$ cat config.mk
export PLATFORM = sky130hd
export DESIGN_NAME = bitskip_unit
export DESIGN_NICKNAME = d
export VERILOG_FILES = /design/src/rtl/bitskip_pkg.sv /design/src/rtl/bitskip_decode.sv /design/src/rtl/bitskip_addr.sv /design/src/rtl/bitskip_unit.sv
export SDC_FILE = /design/constraint.sdc
export NUM_CORES = 1
export LEC_CHECK = 0
export ABC_AREA = 0
export BUFFER_PORTS_ARGS = -buffer_cell sky130_fd_sc_hd__buf_2
export CORE_ASPECT_RATIO = 1.75
export CORE_MARGIN = 5
export CORE_UTILIZATION = 30
export DETAILED_ROUTE_END_ITERATION = 16
export HOLD_SLACK_MARGIN = 0.1
export PLACE_DENSITY = 0.57
export SLEW_MARGIN = 20
export SYNTH_ARGS = -nofsm -noshare
export SYNTH_HDL_FRONTEND = slang
export SYNTH_HIERARCHICAL = 1
export SYNTH_SLANG_ARGS = --single-unit
$ cat constraint.sdc
create_clock -name clk -period 3.2 [get_ports clk]
set_input_delay 0.16 -clock clk [delete_from_list [all_inputs] [get_ports clk]]
set_output_delay 0.16 -clock clk [all_outputs]
set_load 0.05 [all_outputs]
$ cat src/rtl/bitskip_pkg.sv
package bitskip_pkg;

    typedef enum logic [1:0] {
        SEQ_IDLE = 2'd0,
        SEQ_EXEC = 2'd1,
        SEQ_NOP  = 2'd2
    } seq_e;

    localparam logic [3:0] OPC_TEST_CLR = 4'b1011;
    localparam logic [3:0] OPC_TEST_SET = 4'b1010;

    localparam logic [1:0] PH_DECODE = 2'd0;
    localparam logic [1:0] PH_READ   = 2'd1;
    localparam logic [1:0] PH_PROC   = 2'd2;
    localparam logic [1:0] PH_LAST   = 2'd3;

endpackage

$ cat src/rtl/bitskip_decode.sv
module bitskip_decode
    import bitskip_pkg::*;
#(
    parameter logic [15:0] TW_MASK  = 16'hF000,
    parameter logic [15:0] TW_MATCH = 16'hF000
) (
    input  logic [15:0] op_word,
    input  logic [15:0] follow_word,
    output logic        is_op,
    output logic        pol_set,
    output logic [2:0]  bit_sel,
    output logic        banked,
    output logic [7:0]  fsel,
    output logic        follow_two
);
    logic [3:0] opc;

    always_comb begin
        opc        = op_word[15:12];
        is_op      = (opc == OPC_TEST_CLR) || (opc == OPC_TEST_SET);
        pol_set    = (opc == OPC_TEST_SET);
        bit_sel    = op_word[11:9];
        banked     = op_word[8];
        fsel       = op_word[7:0];
        follow_two = ((follow_word & TW_MASK) == TW_MATCH);
    end
endmodule

$ cat src/rtl/bitskip_addr.sv
module bitskip_addr #(
    parameter int         BANK_W    = 4,
    parameter logic [7:0] IDX_LIMIT = 8'h5F,
    localparam int        DADDR_W   = BANK_W + 8
) (
    input  logic [7:0]         fsel,
    input  logic               banked,
    input  logic               ext_on,
    input  logic [BANK_W-1:0]  bank,
    input  logic [DADDR_W-1:0] idx,
    output logic [DADDR_W-1:0] addr
);
    logic low_half;

    always_comb begin
        low_half = (fsel <= IDX_LIMIT);
        if (banked) begin
            addr = {bank, fsel};
        end else if (ext_on && low_half) begin
            addr = idx + {{BANK_W{1'b0}}, fsel};
        end else if (low_half) begin
            addr = {{BANK_W{1'b0}}, fsel};
        end else begin
            addr = {{BANK_W{1'b1}}, fsel};
        end
    end
endmodule

$ cat src/rtl/bitskip_unit.sv
module bitskip_unit
    import bitskip_pkg::*;
#(
    parameter int          PC_W     = 21,
    parameter int          BANK_W   = 4,
    parameter logic [15:0] TW_MASK  = 16'hF000,
    parameter logic [15:0] TW_MATCH = 16'hF000,
    localparam int         DADDR_W  = BANK_W + 8
) (
    input  logic               clk,
    input  logic               rst_n,
    input  logic               start,
    input  logic [15:0]        instr_word,
    input  logic [15:0]        next_word,
    input  logic [PC_W-1:0]    pc_in,
    input  logic [BANK_W-1:0]  bank_sel,
    input  logic [DADDR_W-1:0] idx_ptr,
    input  logic               ext_mode,
    output logic [DADDR_W-1:0] rd_addr,
    output logic               rd_en,
    input  logic [7:0]         rd_data,
    output logic               busy,
    output logic [1:0]         q_phase,
    output logic               flush,
    output logic               done,
    output logic               skip_taken,
    output logic [PC_W-1:0]    pc_next,
    output logic [1:0]         cycles
);
    localparam int WORD_BYTES = 2;
    localparam logic [PC_W-1:0] STEP1 = PC_W'(WORD_BYTES);
    localparam logic [PC_W-1:0] STEP2 = PC_W'(2 * WORD_BYTES);
    localparam logic [PC_W-1:0] STEP3 = PC_W'(3 * WORD_BYTES);

    typedef struct packed {
        seq_e               st;
        logic [1:0]         ph;
        logic               pol;
        logic [2:0]         bsel;
        logic               banked;
        logic [7:0]         fsel;
        logic               two;
        logic [PC_W-1:0]    pc;
        logic [BANK_W-1:0]  bank;
        logic [DADDR_W-1:0] idx;
        logic               ext;
        logic [DADDR_W-1:0] addr;
        logic               bitv;
        logic               skip;
        logic [1:0]         nop_left;
        logic [PC_W-1:0]    pc_nx;
        logic [1:0]         ncyc;
    } ctx_t;

    ctx_t ctx_d, ctx_q;

    logic               dec_is_op, dec_pol, dec_banked, dec_two;
    logic [2:0]         dec_bsel;
    logic [7:0]         dec_fsel;
    logic [DADDR_W-1:0] ea_w;

    bitskip_decode #(
        .TW_MASK  (TW_MASK),
        .TW_MATCH (TW_MATCH)
    ) u_dec (
        .op_word     (instr_word),
        .follow_word (next_word),
        .is_op       (dec_is_op),
        .pol_set     (dec_pol),
        .bit_sel     (dec_bsel),
        .banked      (dec_banked),
        .fsel        (dec_fsel),
        .follow_two  (dec_two)
    );

    bitskip_addr #(
        .BANK_W (BANK_W)
    ) u_addr (
        .fsel   (ctx_q.fsel),
        .banked (ctx_q.banked),
        .ext_on (ctx_q.ext),
        .bank   (ctx_q.bank),
        .idx    (ctx_q.idx),
        .addr   (ea_w)
    );

    logic       skip_w;
    logic [1:0] nop_w;

    always_comb begin
        ctx_d  = ctx_q;
        skip_w = 1'b0;
        nop_w  = 2'd0;
        unique case (ctx_q.st)
            SEQ_IDLE: begin
                ctx_d.ph = PH_DECODE;
                if (start && dec_is_op) begin
                    ctx_d.st     = SEQ_EXEC;
                    ctx_d.pol    = dec_pol;
                    ctx_d.bsel   = dec_bsel;
                    ctx_d.banked = dec_banked;
                    ctx_d.fsel   = dec_fsel;
                    ctx_d.two    = dec_two;
                    ctx_d.pc     = pc_in;
                    ctx_d.bank   = bank_sel;
                    ctx_d.idx    = idx_ptr;
                    ctx_d.ext    = ext_mode;
                    ctx_d.bitv   = 1'b0;
                    ctx_d.skip   = 1'b0;
                end
            end
            SEQ_EXEC: begin
                ctx_d.ph = ctx_q.ph + 2'd1;
                unique case (ctx_q.ph)
                    PH_DECODE: ctx_d.addr = ea_w;
                    PH_READ:   ctx_d.bitv = rd_data[ctx_q.bsel];
                    PH_PROC: begin
                        skip_w         = ctx_q.pol ? ctx_q.bitv : ~ctx_q.bitv;
                        nop_w          = skip_w ? (ctx_q.two ? 2'd2 : 2'd1) : 2'd0;
                        ctx_d.skip     = skip_w;
                        ctx_d.nop_left = nop_w;
                        ctx_d.ncyc     = nop_w + 2'd1;
                        unique case (nop_w)
                            2'd0:    ctx_d.pc_nx = ctx_q.pc + STEP1;
                            2'd1:    ctx_d.pc_nx = ctx_q.pc + STEP2;
                            default: ctx_d.pc_nx = ctx_q.pc + STEP3;
                        endcase
                    end
                    default:   ctx_d.st = ctx_q.skip ? SEQ_NOP : SEQ_IDLE;
                endcase
            end
            SEQ_NOP: begin
                ctx_d.ph = ctx_q.ph + 2'd1;
                if (ctx_q.ph == PH_LAST) begin
                    ctx_d.nop_left = ctx_q.nop_left - 2'd1;
                    if (ctx_q.nop_left == 2'd1) begin
                        ctx_d.st = SEQ_IDLE;
                    end
                end
            end
            default: begin
                ctx_d.st = SEQ_IDLE;
                ctx_d.ph = PH_DECODE;
            end
        endcase
    end

    always_ff @(posedge clk or negedge rst_n) begin
        if (!rst_n) begin
            ctx_q <= '0;
        end else begin
            ctx_q <= ctx_d;
        end
    end

    always_comb begin
        busy       = (ctx_q.st != SEQ_IDLE);
        q_phase    = ctx_q.ph;
        rd_en      = (ctx_q.st == SEQ_EXEC) && (ctx_q.ph == PH_READ);
        rd_addr    = ctx_q.addr;
        flush      = (ctx_q.st == SEQ_EXEC) && (ctx_q.ph == PH_LAST) && ctx_q.skip;
        done       = ((ctx_q.st == SEQ_EXEC) && (ctx_q.ph == PH_LAST) && !ctx_q.skip)
                   || ((ctx_q.st == SEQ_NOP) && (ctx_q.ph == PH_LAST)
                       && (ctx_q.nop_left == 2'd1));
        skip_taken = ctx_q.skip;
        pc_next    = ctx_q.pc_nx;
        cycles     = ctx_q.ncyc;
    end
endmodule

==> flow_summary.json <==
{
  "status": "finished clean",
  "cts_num_sinks": 95,
  "antenna_cells": 0,
  "drive_gt1_share_pct": 22.4,
  "endpoint": "pc_next[17]",
  "maximum_number_of_pins_on_one_net_before_global_route_repair": 56,
  "std_cell_rows": 64,
  "synth_top_family_by_area": "simple AND/OR/NAND/NOR gates",
  "timing.clock.skew_ps": 8.97,
  "synth_sequential_area_ratio_pct": 44.6,
  "worst_ep_required_time_ps": 3460,
  "cap_viol_max_count": 0,
  "min-delay-path-class": "in -> reg",
  "grt-ovfl-total": 0,
  "nets": 796,
  "yosys.area_share.xor_xnor_pct": 4.08,
  "top_level_ports": 123,
  "filler_instances": 1850,
  "post_synth_inst_count": 589,
  "route.vias.total": 4172,
  "synth.net_count": 688,
  "final_hold_viol_count": 0,
  "timing.hold.ws_ps": 222,
  "ys_dominant_reg_cell": "dfrtp_1",
  "max_freq_mhz": 366,
  "worst_slew_margin_rel_pct": 33.6,
  "wl_per_cell_um": 13.9,
  "wirelength_mm": 13.0,
  "initial_utilization_pct": 30.6,
  "power-per-cell-area_nw_per_um2": 983,
  "start_kind": "register",
  "detailedRoute.firstIterationViolations": 57,
  "synth_enable_flop_cells": 0,
  "finalSetupTns_ps": 0,
  "syn-mean-instance-area_um2": 9.06,
  "finalSetupViolations": 0,
  "timing.critical_path.buf_inv": 2,
  "timing.rr.end": "pc_next[17]",
  "muxShareOfSynthArea_pct": 4.55,
  "critPathMaxFanout": 7,
  "rsz0062_at_grt": "no",
  "dr.pass1.iters": 4,
  "period_share_pct": 85.4,
  "cp-end-kind": "register",
  "coreArea_um2": 17500,
  "first_global_vias": 4352,
  "timing_worst_slew_pin_value_ps": 995,
  "floorplan.die_area_um2": 20700,
  "placement.io_buffers": 110,
  "die_y_um": 186,
  "worst_path_clk_slew_ps": 70,
  "clockBufferDepth": 2,
  "cts_root_buffer": "clkbuf_16",
  "cts_max_level": 3,
  "chipWidth_um": 111,
  "grt_total_usage_pct": 12.9,
  "first_pass_grt_wire_length_mm": 21.7,
  "synth_compound_area_share_pct": 12.6,
  "worst-setup-path-type": "reg -> reg",
  "critical-path-top-delay-family": "compound AO/OA/AOI/OAI gates",
  "detail-route-antenna-nets": 0,
  "gp_congestion": 0.805,
  "peakVddDrop_uv": 371,
  "critPathMaxStageDelay_ps": 430,
  "synth_simple_gate_area_share_pct": 20.1,
  "layout_min_cycle_time_ps": 2730,
  "number_of_antenna_violations_at_the_first_check_in_global_routing": 0,
  "cts_post_setup_buffers_inserted": 0,
  "worst_path_max_delay_cell": "dfrtp_1",
  "critical_path.cell_chain": "xor2_2 > nor2_1 > inv_2 > ha_1 > inv_1 > fa_1 > nand2_1 > a21oi_2 > o211ai_1 > or3_1 > a41oi_1",
  "timing.reg2reg.worst_path_depth": 11,
  "ys.warnings.count": 6,
  "mappedNetlistArea_um2": 5330,
  "drc_errors_left": 0,
  "worst-path-stages": 11,
  "tritoncts.num_buffers": 9,
  "place.detailed.hpwl_mm": 9.74,
  "worst_ep_arrival_time_ps": 2990,
  "tritoncts": "yes",
  "number_of_unique_standard_cell_types_used_by_synthesis": 65,
  "avgViaCountPerCell": 4.47,
  "synth_seq_cells": 95,
  "clock_insertion_delay_worst_skew_ps": 340,
  "layout_overhead_on_the_synthesized_area_pct": 23.2,
  "synth_fa_ha_area_share_pct": 4.50,
  "synth-async-reset-ratio_pct": 100,
  "p_leak_uw": 0.00320,
  "critPathLaunch": "ctx_q[90]",
  "ff2ff_setup_slack_ps": 470,
  "report.final.slew_viol_count": 0,
  "rr_startpoint": "ctx_q[90]"
}
## layout by cell type, fill, tap and decap left out, types with 9 or more instances in the layout
cell           synthesis  layout
nand2_1              196     196
nand3_1               10       9
dfrtp_1               95      95
nor2_1                11      11
inv_1                 16      16
xnor2_1               16      16
dlygate4sd3_1          0      51
buf_2                  3     109
o21ai_1                9       9
o21ai_0               35      35
clkbuf_16              0       9
ha_1                  16      16
## worst min path at each step
stage	start	cells past startpoint	slack, ps	end
after global placement	rst_n	1	190	ctx_q[88]
after CTS	next_word[12]	4	220	ctx_q[77]
after detailed placement	rst_n	1	190	ctx_q[88]
after floorplan	rst_n	0	-140	ctx_q[23]
after global routing	next_word[12]	4	250	ctx_q[77]
final	next_word[12]	4	220	ctx_q[77]
## cell families (layout without fill, tap and decap cells)
group / count (synthesis) / count (layout)
AO/OA/AOI/OAI: 95 / 95
buffers and inverters: 86 / 199
adder cells (fa/ha/maj): 18 / 18
AND/OR/NAND/NOR: 251 / 251
flip-flops: 95 / 95
XOR/XNOR: 24 / 24
multiplexers: 20 / 20
## layout make-up
class | count | area [um^2] | share of cell area, %
clock buffers | 12 | 246 | 3.75
inverters | 17 | 63.8 | 0.971
flip-flops and latches | 95 | 2380 | 36.2
multi-input cells | 408 | 2450 | 37.3
well taps | 231 | 289 | 4.40
clock inverters | 4 | 31.3 | 0.476
repair buffers | 166 | 1110 | 16.9
## worst min-delay path, stage by stage
cell     delay (ps)
buf_2            70
and4_1          180
nand2_1          50
o21ai_0          70
## flip-flops by register name, indices dropped and copies added (netlist names)
signal,count
ctx_q,57
cycles,2
pc_next,21
q_phase,2
rd_addr,12
skip_taken,1
## metal layers
| metal | vias to the layer above | routed length, um | global-route usage (%) |
|---|---|---|---|
| met4 | 0 | 345 | 5.78 |
| met3 | 16 | 367 | 2.04 |
| li1 | 2127 | - | - |
| met5 | - | 0 | 0 |
| met2 | 62 | 7380 | 25.2 |
| met1 | 1967 | 4890 | 13.2 |
## power breakdown
group | internal [uW] | switching (uW)
combinational | 1130 | 2040
sequential | 1760 | 518
clock | 551 | 458
## through the flow
stage          area, um^2  util [%]  cells  power [uW]  setup slack [ps]
3_3_place_gp         5790      33.1    866        5430               512
2_1_floorplan        5330         -    589        4990               816
6_report             6570      37.7    933        6460               469
4_1_cts              6570      37.7    933        6560               444
5_1_grt              6570      37.7    933        6990               244
3_5_place_dp         5790      33.1    866        5480               466
## synth_stat cells (4+ instances only)
cell type,instances,area [um^2]
a211oi_1,4,30.0
a21o_1,6,45.0
a21oi_1,8,40.0
and2_1,4,25.0
buf_4,49,368
clkbuf_1,15,56.3
dfrtp_1,95,2380
ha_1,16,200
inv_1,16,60.1
mux2_1,8,90.1
mux2_2,6,67.6
mux2i_1,4,40.0
nand2_1,196,736
nand3_1,10,50.1
nor2_1,11,41.3
nor2b_1,4,25.0
o21a_1,5,37.5
o21ai_0,35,175
o21ai_1,9,45.0
xnor2_1,16,140
xor2_1,7,61.3
## timing repair
action,4_1_cts,5_1_grt
hold endpoints to repair,90,0
hold buffers,51,0
resized for setup,0,0
No activity file was read; power rests on OpenSTA's default activity.
